--- src/rtl/intc_pkg.sv ---
package intc_pkg;
  localparam int REG_W = 32;

  typedef enum logic [2:0] {
    RA_STATUS = 3'd0,
    RA_ENABLE = 3'd1,
    RA_MASKED = 3'd2,
    RA_TRIG   = 3'd3,
    RA_POL    = 3'd4,
    RA_ROUTE  = 3'd5
  } reg_addr_e;
endpackage

--- src/rtl/intc_sync.sv ---
module intc_sync #(
  parameter int W = 7
) (
  input  logic         clk,
  input  logic         rst_n,
  input  logic [W-1:0] d,
  output logic [W-1:0] q
);
  logic [W-1:0] meta_q;
  logic [W-1:0] sync_q;

  always_ff @(posedge clk or negedge rst_n) begin
    if (!rst_n) begin
      meta_q <= '0;
      sync_q <= '0;
    end else begin
      meta_q <= d;
      sync_q <= meta_q;
    end
  end

  assign q = sync_q;

  // cycles since reset, saturating at 2, so $past never reaches into reset
  logic [1:0] age_q;
  always_ff @(posedge clk or negedge rst_n) begin
    if (!rst_n) age_q <= '0;
    else if (age_q != 2'd2) age_q <= age_q + 2'd1;
  end

  p_two_stage_r8: assert property (@(posedge clk) disable iff (!rst_n)
    (age_q == 2'd2) |-> (q == $past(d, 2)));
endmodule

--- src/rtl/intc_cond.sv ---
module intc_cond #(
  parameter int W      = 20,
  parameter int CASC_W = 2
) (
  input  logic         clk,
  input  logic         rst_n,
  input  logic [W-1:0] raw,
  input  logic [W-1:0] edge_sel,
  input  logic [W-1:0] pol,
  input  logic [W-1:0] clr_mask,
  input  logic         cfg_wr,
  output logic [W-1:0] stat
);
  // bits forced to level, active-high (cascade inputs sit at the top)
  localparam logic [W-1:0] LVL_ONLY = ~({W{1'b1}} >> CASC_W);

  logic [W-1:0] prev_q;

  always_ff @(posedge clk or negedge rst_n) begin
    if (!rst_n) prev_q <= '0;
    else        prev_q <= raw;
  end

  for (genvar i = 0; i < W; i++) begin : g_bit
    logic st_q;
    if (i >= W - CASC_W) begin : g_casc
      always_ff @(posedge clk or negedge rst_n) begin
        if (!rst_n) st_q <= 1'b0;
        else        st_q <= raw[i];
      end
    end else begin : g_src
      logic qual;
      logic ev;
      assign qual = pol[i] ? raw[i] : ~raw[i];
      // event from the raw history: a polarity flip alone is no event
      assign ev   = pol[i] ? (raw[i] & ~prev_q[i]) : (~raw[i] & prev_q[i]);
      always_ff @(posedge clk or negedge rst_n) begin
        if (!rst_n)
          st_q <= 1'b0;
        else if (edge_sel[i])
          st_q <= (st_q & ~clr_mask[i]) | (ev & ~cfg_wr);
        else
          st_q <= qual;
      end
    end
    assign stat[i] = st_q;
  end

  logic [W-1:0] edge_eff;
  logic [W-1:0] qual_v;
  assign edge_eff = edge_sel & ~LVL_ONLY;
  assign qual_v   = (raw & LVL_ONLY) | (~(raw ^ pol) & ~LVL_ONLY);

  p_level_follow_r2: assert property (@(posedge clk) disable iff (!rst_n)
    1'b1 |=> (((stat ^ $past(qual_v)) & ~$past(edge_eff)) == '0));

  p_edge_sticky_r3: assert property (@(posedge clk) disable iff (!rst_n)
    1'b1 |=> ((($past(stat) & $past(edge_eff) & ~$past(clr_mask)) & ~stat) == '0));

  p_set_beats_clear_r5: assert property (@(posedge clk) disable iff (!rst_n)
    (!cfg_wr && (|(clr_mask & edge_eff & raw & ~prev_q & pol)))
      |=> ((($past(clr_mask & edge_eff & raw & ~prev_q & pol)) & ~stat) == '0));

  p_no_cfg_set_r9: assert property (@(posedge clk) disable iff (!rst_n)
    cfg_wr |=> ((stat & ~$past(stat) & $past(edge_eff)) == '0));
endmodule

--- src/rtl/intc_core.sv ---
module intc_core
  import intc_pkg::*;
#(
  parameter int W      = 20,
  parameter int CASC_W = 2
) (
  input  logic             clk,
  input  logic             rst_n,
  input  logic [W-1:0]     src,
  input  logic             wr,
  input  logic [2:0]       addr,
  input  logic [REG_W-1:0] wdata,
  output logic [REG_W-1:0] rdata,
  output logic             irq_crit,
  output logic             irq_nc
);
  logic [W-1:0] en_q, trig_q, pol_q, route_q;
  logic [W-1:0] stat, masked, clr_mask;
  logic         cfg_wr;

  assign clr_mask = (wr && addr == RA_STATUS) ? wdata[W-1:0] : '0;
  assign cfg_wr   = wr && (addr == RA_TRIG || addr == RA_POL);

  always_ff @(posedge clk or negedge rst_n) begin
    if (!rst_n) begin
      en_q    <= '0;
      trig_q  <= '0;
      pol_q   <= '1;
      route_q <= '0;
    end else if (wr) begin
      case (addr)
        RA_ENABLE: en_q    <= wdata[W-1:0];
        RA_TRIG:   trig_q  <= wdata[W-1:0];
        RA_POL:    pol_q   <= wdata[W-1:0];
        RA_ROUTE:  route_q <= wdata[W-1:0];
        default:   ;
      endcase
    end
  end

  intc_cond #(.W(W), .CASC_W(CASC_W)) u_cond (
    .clk      (clk),
    .rst_n    (rst_n),
    .raw      (src),
    .edge_sel (trig_q),
    .pol      (pol_q),
    .clr_mask (clr_mask),
    .cfg_wr   (cfg_wr),
    .stat     (stat)
  );

  assign masked   = stat & en_q;
  assign irq_crit = |(masked & route_q);
  assign irq_nc   = |(masked & ~route_q);

  always_comb begin
    rdata = '0;
    case (addr)
      RA_STATUS: rdata[W-1:0] = stat;
      RA_ENABLE: rdata[W-1:0] = en_q;
      RA_MASKED: rdata[W-1:0] = masked;
      RA_TRIG:   rdata[W-1:0] = trig_q;
      RA_POL:    rdata[W-1:0] = pol_q;
      RA_ROUTE:  rdata[W-1:0] = route_q;
      default:   rdata = '0;
    endcase
  end

  p_quiet_r6: assert property (@(posedge clk) disable iff (!rst_n)
    (en_q == '0) |-> (!irq_crit && !irq_nc));

  p_route_crit_r7: assert property (@(posedge clk) disable iff (!rst_n)
    irq_crit |-> (|(route_q & en_q)));

  if (CASC_W > 0) begin : g_casc_chk
    p_casc_level_r10: assert property (@(posedge clk) disable iff (!rst_n)
      1'b1 |=> (stat[W-1 -: CASC_W] == $past(src[W-1 -: CASC_W])));
  end
endmodule

--- src/rtl/intc_cascade.sv ---
module intc_cascade
  import intc_pkg::*;
#(
  parameter int EXT_W = 7,
  parameter int INT_W = 29
) (
  input  logic             clk,
  input  logic             rst_n,
  input  logic [EXT_W-1:0] src_ext,
  input  logic [INT_W-1:0] src_int,
  input  logic             reg_wr,
  input  logic             reg_sel,
  input  logic [2:0]       reg_addr,
  input  logic [REG_W-1:0] reg_wdata,
  output logic [REG_W-1:0] reg_rdata,
  output logic             irq_crit,
  output logic             irq_noncrit
);
  localparam int SRC_W   = EXT_W + INT_W;
  localparam int SEC_W   = SRC_W / 2;
  localparam int PRI_SRC = SRC_W - SEC_W;
  localparam int CASC_W  = 2;
  localparam int PRI_W   = PRI_SRC + CASC_W;

  logic [EXT_W-1:0] ext_sync;
  logic [SRC_W-1:0] src_all;
  logic [PRI_W-1:0] pri_src;
  logic [REG_W-1:0] pri_rd, sec_rd;
  logic             sec_crit, sec_nc;

  intc_sync #(.W(EXT_W)) u_sync (
    .clk   (clk),
    .rst_n (rst_n),
    .d     (src_ext),
    .q     (ext_sync)
  );

  assign src_all = {src_int, ext_sync};
  assign pri_src = {sec_nc, sec_crit, src_all[PRI_SRC-1:0]};

  intc_core #(.W(SEC_W), .CASC_W(0)) u_sec (
    .clk      (clk),
    .rst_n    (rst_n),
    .src      (src_all[SRC_W-1:PRI_SRC]),
    .wr       (reg_wr && reg_sel),
    .addr     (reg_addr),
    .wdata    (reg_wdata),
    .rdata    (sec_rd),
    .irq_crit (sec_crit),
    .irq_nc   (sec_nc)
  );

  intc_core #(.W(PRI_W), .CASC_W(CASC_W)) u_pri (
    .clk      (clk),
    .rst_n    (rst_n),
    .src      (pri_src),
    .wr       (reg_wr && !reg_sel),
    .addr     (reg_addr),
    .wdata    (reg_wdata),
    .rdata    (pri_rd),
    .irq_crit (irq_crit),
    .irq_nc   (irq_noncrit)
  );

  assign reg_rdata = reg_sel ? sec_rd : pri_rd;
endmodule

--- config.mk ---
export PLATFORM = sky130hd
export DESIGN_NAME = intc_cascade
export DESIGN_NICKNAME = d
export VERILOG_FILES = /design/src/rtl/intc_pkg.sv /design/src/rtl/intc_sync.sv /design/src/rtl/intc_cond.sv /design/src/rtl/intc_core.sv /design/src/rtl/intc_cascade.sv
export SDC_FILE = /design/constraint.sdc
export NUM_CORES = 1
export LEC_CHECK = 0
export CAP_MARGIN = 20
export CORE_MARGIN = 2
export CORE_UTILIZATION = 40
export CTS_CLUSTER_DIAMETER = 100
export DETAILED_ROUTE_END_ITERATION = 8
export PLACE_DENSITY_LB_ADDON = 0.1
export SLEW_MARGIN = 20
export SYNTH_ARGS = -nofsm -noshare
export SYNTH_HDL_FRONTEND = slang
export SYNTH_SLANG_ARGS = --single-unit
--- constraint.sdc ---
create_clock -name clk -period 8 [get_ports clk]
set_clock_uncertainty 0.15 [all_clocks]
set_input_delay 1.6 -clock clk [delete_from_list [all_inputs] [get_ports clk]]
set_output_delay 1.6 -clock clk [all_outputs]
set_load 0.01 [all_outputs]
==> summary.txt, run 1 <==
Run status
  • Status: complete, no violations

Global routing
  • Maximum number of pins on one net before global-route repair: 128
  • Global-route congestion overflow total: 0
  • Number of antenna violations at the first check in global routing: 0
  • Wire length of the first global-routing pass: 54.4 mm
  • GRT Resource Usage Total: 0.224
  • Vias in the first global route: 9117

Power and ir drop
  • Proportion of power drawn by the clock network: 0.328
  • Pleak: between 0.005 and 0.006 µW
  • Maximum ir drop on the vdd rail: 0.159 mV
  • Net switching power of the design: about 1200 µW
  • Power share of the sequential group: 0.461
  • Internal portion of total power: 2710 µW
  • Fraction of power consumed by combinational cells: 0.210
  • Net switching fraction of the power: 0.300
  • Power density over the cells: 271 nW/µm²

Critical path
  • Path type of the worst setup path: in2out
  • Data arrival time of the critical path: 4.64 ns
  • Endpoint class of the critical path: output pin
  • Length in cells of the worst reg-to-reg path: 3
  • Setup slack of the worst register-to-register path: between 6 and 7 ns
  • Capture instance of the worst register-to-register path: u_sec.u_cond.g_bit[2].st_q
  • Req. time, crit path: 6.25 ns
  • Worst r2r src: u_sec.pol_q[2]
  • Startpoint types: input port
  • CP Max Fanout: 18

Route
  • Via-to-Cell Ratio: 5.84
  • Routed length per placed instance: 22.2 µm
  • Number of violations reported at the end of detailed-routing iteration 0: about 650
  • Remaining DRCs: 0
  • Initial DRT Pass Iterations: 5
  • Total detailed-routing wirelength: 35.4 mm
  • Via Count: 9323
  • Final ANT Viol Nets: 0

CTS
  • Clock latency on the worst-skew pair: 0.54 ns
  • CTS H-tree lvls: 1
  • Number of buffers added for setup after CTS: 0
  • CTS-repair resized insts: 0
  • Number of buffers created by CTS: 28
  • Root buffer cell: sky130_fd_sc_hd__clkbuf_16
  • Clock sink count: 240
  • CTS max path bufs: 3
  • TritonCTS clock tree: done
  • CTS Hold Buffers Added: 0
  • Reg clk slew, reported paths: roughly 0.06 ns

Timing
  • RSZ-0062 raised after global routing: false
  • # setup viols final: 0
  • Number of pins with negative max-slew slack in the final report: 0
  • Setup total negative slack: 0 ns
  • Actual transition at the worst max-transition pin: 1.05 ns
  • FMAX: 0.157 GHz
  • Worst slew margin relative to its limit: 0.297
  • Period Utilization, post-route: 0.799
  • Post-route minimum period: 6.39 ns
  • Hold violation total from the final report: 0

Synthesis
  • Synthesis warning total: 0
  • Ys flop type: sky130_fd_sc_hd__dfrtp_1
  • Number of distinct library cells after synthesis: 45
  • Synthesized cell area: 12200 µm²
  • Proportion of synthesized flip-flops having asynchronous set or reset: 1.00
  • Number of enable-type register cells in the synthesized netlist: 0
  • Gate Count Post-Synth: 1124
  • Count of state elements after synthesis: between 200 and 250
  • Sequential area share after synthesis: 0.495
  • Mapped Avg Cell Area: 10.9 µm²

Placement
  • HPWL Detailed: 22.9 mm
  • Area after DPL: about 13000 µm²
  • Cells after DPL: 1542
  • Port bufs: between 80 and 90
  • Final GP Congestion: 0.780

Floorplanning
  • Floorplan die area: 32000 µm²
  • Width of the chip: 179 µm
  • Area of the core: 29900 µm²
  • Height of the die: 179 µm
  • I/O pin cnt: 109
  • Initial standard-cell utilization of the core: 0.409
  • Total number of placement rows: 63

Cells and area
  • Post-layout nets: 1259
  • Share of final-layout standard cells stronger than drive strength 1: 0.261
  • Post-route cell area: 14300 µm²
  • Antenna cell count: 0
  • Area taken by flip-flops and latches: around 6000 µm²
  • Fillers: 2752
  • Area growth, synth to finish: 16.9%
  • Most common library cell in the layout ignoring fill and taps: sky130_fd_sc_hd__dfrtp_1
  • Area of the multi-input gates: between 5000 and 6000 µm²
  • Post-layout instance count excluding filler cells: 1596
  • Most frequent cells in the layout: 202 x sky130_fd_sc_hd__dfrtp_1, 171 x sky130_fd_sc_hd__mux2_2, 113 x sky130_fd_sc_hd__nand2_1

Worst hold path
  • Hold Crit Depth: 0
  • Min-delay worst type: reg2reg
  • Hold path startpoint: u_sync.meta_q[4]
  • Hold Path Sink: u_sync.q[4]

Run
  • Number of max-cap violations: 0
cell usage after synthesis (2+ instances only):
library cell	n	area, µm²
sky130_fd_sc_hd__nor3_1	40	200
sky130_fd_sc_hd__nand4_1	8	50.1
sky130_fd_sc_hd__a22oi_1	35	263
sky130_fd_sc_hd__o22ai_1	18	113
sky130_fd_sc_hd__mux2_2	171	1930
sky130_fd_sc_hd__nor2b_1	5	31.3
sky130_fd_sc_hd__nand2_1	113	424
sky130_fd_sc_hd__nor3b_1	37	278
sky130_fd_sc_hd__nor4_1	2	12.5
sky130_fd_sc_hd__a21oi_1	73	365
sky130_fd_sc_hd__buf_6	5	56.3
sky130_fd_sc_hd__o211ai_1	19	143
sky130_fd_sc_hd__and3b_1	2	17.5
sky130_fd_sc_hd__nor2_1	9	33.8
sky130_fd_sc_hd__nand3_1	43	215
sky130_fd_sc_hd__a32oi_1	17	149
sky130_fd_sc_hd__o21ai_0	19	95.1
sky130_fd_sc_hd__and3_1	7	43.8
sky130_fd_sc_hd__a22o_1	17	149
sky130_fd_sc_hd__or2_2	37	231
sky130_fd_sc_hd__clkbuf_1	25	93.8
sky130_fd_sc_hd__a21oi_4	2	32.5
sky130_fd_sc_hd__dfrtp_1	202	5050
sky130_fd_sc_hd__dfstp_2	38	998
sky130_fd_sc_hd__or4_1	37	278
sky130_fd_sc_hd__mux2i_1	22	220
sky130_fd_sc_hd__buf_2	18	90.1
sky130_fd_sc_hd__buf_1	23	86.3
sky130_fd_sc_hd__nand2b_1	37	231
sky130_fd_sc_hd__nand3b_1	8	60.1
sky130_fd_sc_hd__a31oi_1	7	43.8
sky130_fd_sc_hd__buf_4	15	113
power by group through the flow:
stage | logic [µW] | registers, µW | clock network, µW
after detailed placement | 817 | 1800 | 0
after CTS | 820 | 1780 | 1300
after global placement | 799 | 1800 | 0
after floorplan | 584 | 1700 | 0
after global routing | 904 | 1830 | 1360
final | 816 | 1790 | 1270
state kept, by name, summed over array words and instances (netlist names), 18 cells and up:
register,count
u_pri.en_q,20
u_pri.pol_q,20
u_pri.route_q,20
u_pri.trig_q,20
u_pri.u_cond.g_bit.st_q,20
u_pri.u_cond.prev_q,18
u_sec.en_q,18
u_sec.pol_q,18
u_sec.route_q,18
u_sec.trig_q,18
u_sec.u_cond.g_bit.st_q,18
u_sec.u_cond.prev_q,18
layout make-up:
type / count / area share
tap: 390 / 0.0342
multi-input combinational: 809 / 0.405
sequential: 240 / 0.424
clock buffer: 49 / 0.0588
timing repair buffer: 105 / 0.0739
clock inverter: 3 / 0.00455
layer usage:
metal / share of wire / vias to the layer above / track usage
li1: - / 4265 / -
met1: 0.49 / 4755 / 0.340
met4: 0.030 / 0 / 0.0678
met2: 0.44 / 249 / 0.333
met5: 0 / - / 0
met3: 0.045 / 54 / 0.0246
how the worst max path moves through the flow:
stage | to | slack (ns) | start
final | reg_rdata[1] | 1.61 | reg_addr[2]
after global routing | reg_rdata[1] | 1.53 | reg_addr[2]
after CTS | reg_rdata[7] | 1.65 | reg_addr[2]
after detailed placement | reg_rdata[7] | 1.64 | reg_addr[2]
after global placement | reg_rdata[7] | 1.68 | reg_addr[2]
after floorplan | reg_rdata[15] | 3.15 | reg_addr[0]
worst max-delay path: stages:
cell                              delay [ns]
sky130_fd_sc_hd__clkdlybuf4s50_1        0.72
sky130_fd_sc_hd__and3b_1                1.02
sky130_fd_sc_hd__a22oi_1                0.21
sky130_fd_sc_hd__o211ai_1               0.24
sky130_fd_sc_hd__a22o_1                 0.27
sky130_fd_sc_hd__clkdlybuf4s50_1        0.57
per-stage QoR:
step           total power [µW]  setup slack, ns  utilization  hold WS, ns
5_1_grt                    4090             1.53        0.478        0.210
6_report                   3880             1.61        0.478        0.197
4_1_cts                    3910             1.65        0.476        0.198
3_5_place_dp               2620             1.64        0.446        0.185
3_3_place_gp               2590             1.68        0.446        0.182
2_1_floorplan              2280             3.15            -        0.181
cells by family after synthesis:
| kind of cell | synth area share |
|---|---|
| and+or+nand+nor | 0.177 |
| DFF | 0.495 |
| AOI/OAI and AO/OA | 0.116 |
| muxes | 0.176 |
| buffers and inverters | 0.0359 |
| other | 0.000307 |
Power figures use the tool's default switching activity.
==> inputs of run 2 (changes only) <==
Clock period 8 ns to 5.15 ns, I/O delays scaled along.
==> run 2 against run 1 <==
Register-to-register slack lost 2.8 ns. Routed wire length shrank 1.8%. Worst hold slack lost 0.00084 ns. Critical path type unchanged.
==> summary.txt, run 2 (synthesis results as in run 1) <==
Run status
  • Status: complete, no violations

Floorplanning
  • I/O pin cnt: 109 (unchanged)
  • Initial standard-cell utilization of the core: 0.409 (unchanged)
  • Total number of placement rows: 63 (unchanged)
  • Area of the core: 29900 µm² (unchanged)
  • Width of the chip: 179 µm (unchanged)
  • Height of the die: 179 µm (unchanged)
  • Floorplan die area: 32000 µm² (unchanged)

Route
  • Final ANT Viol Nets: 0 (unchanged)
  • Via Count: 9265 (-0.62%)
  • Number of violations reported at the end of detailed-routing iteration 0: 765 (+18%)
  • Initial DRT Pass Iterations: 5 (unchanged)
  • Remaining DRCs: 0 (unchanged)
  • Total detailed-routing wirelength: 34.8 mm (-1.8%)
  • Routed length per placed instance: 21.7 µm (-2.4%)
  • Via-to-Cell Ratio: 5.77 (-1.2%)

Timing
  • Number of pins with negative max-slew slack in the final report: 0 (unchanged)
  • Setup total negative slack: 0 ns (unchanged)
  • Actual transition at the worst max-transition pin: 0.832 ns (-0.219 ns)
  • Worst slew margin relative to its limit: 0.445 (+0.148)
  • Post-route minimum period: 4.74 ns
  • Period Utilization, post-route: 0.920
  • Hold violation total from the final report: 0 (unchanged)
  • RSZ-0062 raised after global routing: false
  • FMAX: 0.211 GHz
  • # setup viols final: 0 (unchanged)

Power and ir drop
  • Proportion of power drawn by the clock network: 0.342 (+0.014)
  • Maximum ir drop on the vdd rail: 0.302 mV (+90%)
  • Internal portion of total power: 4340 µW (+60%)
  • Fraction of power consumed by combinational cells: 0.205 (-0.005)
  • Power share of the sequential group: 0.453 (-0.008)
  • Pleak: 0.00584 µW (+1.2%)
  • Net switching power of the design: 1810 µW (+56%)
  • Power density over the cells: 427 nW/µm² (+57%)
  • Net switching fraction of the power: 0.295 (-0.00539)

Global routing
  • Global-route congestion overflow total: 0 (unchanged)
  • GRT Resource Usage Total: 0.221 (-0.00234)
  • Maximum number of pins on one net before global-route repair: 127 (-0.78%)
  • Wire length of the first global-routing pass: 53.8 mm (-1.2%)
  • Number of antenna violations at the first check in global routing: 1 (+1)
  • Vias in the first global route: 9009 (-1.2%)

CTS
  • CTS max path bufs: 3 (unchanged)
  • CTS Hold Buffers Added: 0 (unchanged)
  • Clock latency on the worst-skew pair: 0.54 ns (about the same)
  • Reg clk slew, reported paths: 0.05 ns (about the same)
  • Clock sink count: 240 (unchanged)
  • CTS-repair resized insts: 0 (unchanged)
  • Number of buffers added for setup after CTS: 0 (unchanged)
  • CTS H-tree lvls: 1 (unchanged)
  • TritonCTS clock tree: done
  • Number of buffers created by CTS: 28 (unchanged)
  • Root buffer cell: sky130_fd_sc_hd__clkbuf_16

Placement
  • Port bufs: 84 (unchanged)
  • Final GP Congestion: 0.829 (+6.3%)
  • HPWL Detailed: 23.3 mm (+1.9%)
  • Cells after DPL: 1551 (+0.58%)

Critical path
  • Path type of the worst setup path: in2out
  • List of cells traversed by the critical path: clkdlybuf4s50_1 > nand2b_1 > o21ai_0 > a22o_1 > clkdlybuf4s50_1
  • Critical path endpoint: reg_rdata[5]
  • Worst r2r src: u_sec.pol_q[17]
  • Largest delay contributor family on the critical path: buffers and inverters
  • Req. time, crit path: 3.97 ns (-2.28 ns)
  • Capture instance of the worst register-to-register path: u_sec.u_cond.g_bit[17].st_q
  • Data arrival time of the critical path: 3.56 ns (-1.08 ns)
  • Endpoint class of the critical path: output pin
  • CP Max Fanout: 17 (-1)
  • Startpoint types: input port
  • Worst Path Buf+Inv: 2 (unchanged)
  • Setup slack of the worst register-to-register path: 3.61 ns (-2.83 ns)
  • Delay of the slowest critical-path stage: 0.70 ns (-0.32 ns)
  • Length in cells of the worst reg-to-reg path: 3 (unchanged)
  • CP Depth: 5 (-1)
  • Critical Path Most Common Cell: sky130_fd_sc_hd__clkdlybuf4s50_1
  • Slowest CP cell: sky130_fd_sc_hd__nand2b_1
  • Critical path origin: reg_addr[2]

Cells and area
  • Most frequent cells in the layout: 202 x sky130_fd_sc_hd__dfrtp_1, 171 x sky130_fd_sc_hd__mux2_2, 112 x sky130_fd_sc_hd__nand2_1
  • Area growth, synth to finish: 17.8%
  • Post-layout nets: 1267 (+0.64%)
  • Post-layout instance count excluding filler cells: 1605 (+0.56%)
  • Fillers: 2802 (+1.8%)
  • Share of final-layout standard cells stronger than drive strength 1: 0.273 (+0.0115)
  • Most common library cell in the layout ignoring fill and taps: sky130_fd_sc_hd__dfrtp_1

Run
  • Number of max-cap violations: 0 (unchanged)

Worst hold path
  • Min-delay worst type: reg2reg
run 2: cell types whose count changed in the layout (fill, tap and decap cells not counted), sizes merged:
cell / delta
clkbuf: -5
bufinv: +2
clkinvlp: +1
buf: +8
diode: +1
clkinv: +2
run 2: routing by layer:
layer	vias to the layer above	track usage	share of wire
met5	-	0	0
met4	0	0.0600	0.023
met3	54	0.0324	0.057
met2	272	0.332	0.44
met1	4652	0.333	0.48
li1	4287	-	-
run 2: area by class of cell:
type / count / area (µm²) / area share
flip-flops and latches: 240 / 6050 / 0.421
multi-input cells: 809 / 5790 / 0.402
repair buffers: 113 / 1080 / 0.0748
clock buffers: 44 / 842 / 0.0585
well taps: 390 / 488 / 0.0339
clock inverters: 8 / 143 / 0.00991
diodes: 1 / 2.50 / 0.000174
run 2: worst min path at each step:
stage	from	to	slack (ns)	cells after the start
finish	u_sync.meta_q[2]	u_sync.q[2]	0.20	0
global route	u_sync.meta_q[5]	u_sync.q[5]	0.20	0
CTS	u_sync.meta_q[2]	u_sync.q[2]	0.20	0
detailed placement	u_sync.meta_q[2]	u_sync.q[2]	0.18	0
global placement	u_sync.meta_q[2]	u_sync.q[2]	0.18	0
floorplan	u_sync.meta_q[0]	u_sync.q[0]	0.18	0
run 2: worst reg2reg max path, delay by kind of cell, from the launching register on:
kind,cells,cell delay (ns)
compound gates,1,0.06
flops,1,0.57
simple gates,2,0.64
run 2: through the flow:
stage	utilization	total power [µW]	hold WS (ns)	setup WS, ns	instance area, µm²
after CTS	0.481	6200	0.198	0.434	14400
after global placement	0.448	4040	0.184	0.428	13400
after floorplan	-	3550	0.181	1.44	12300
final	0.482	6150	0.196	0.414	14400
after global routing	0.482	6480	0.204	0.329	14400
after detailed placement	0.448	4070	0.185	0.430	13400
run 2: power groups by stage:
stage	Clock, µW	Sequential, µW	Combinational [µW]
after floorplan	0	2640	908
after global placement	0	2800	1240
after detailed placement	0	2800	1270
after CTS	2150	2780	1270
after global routing	2220	2850	1400
final	2100	2790	1260
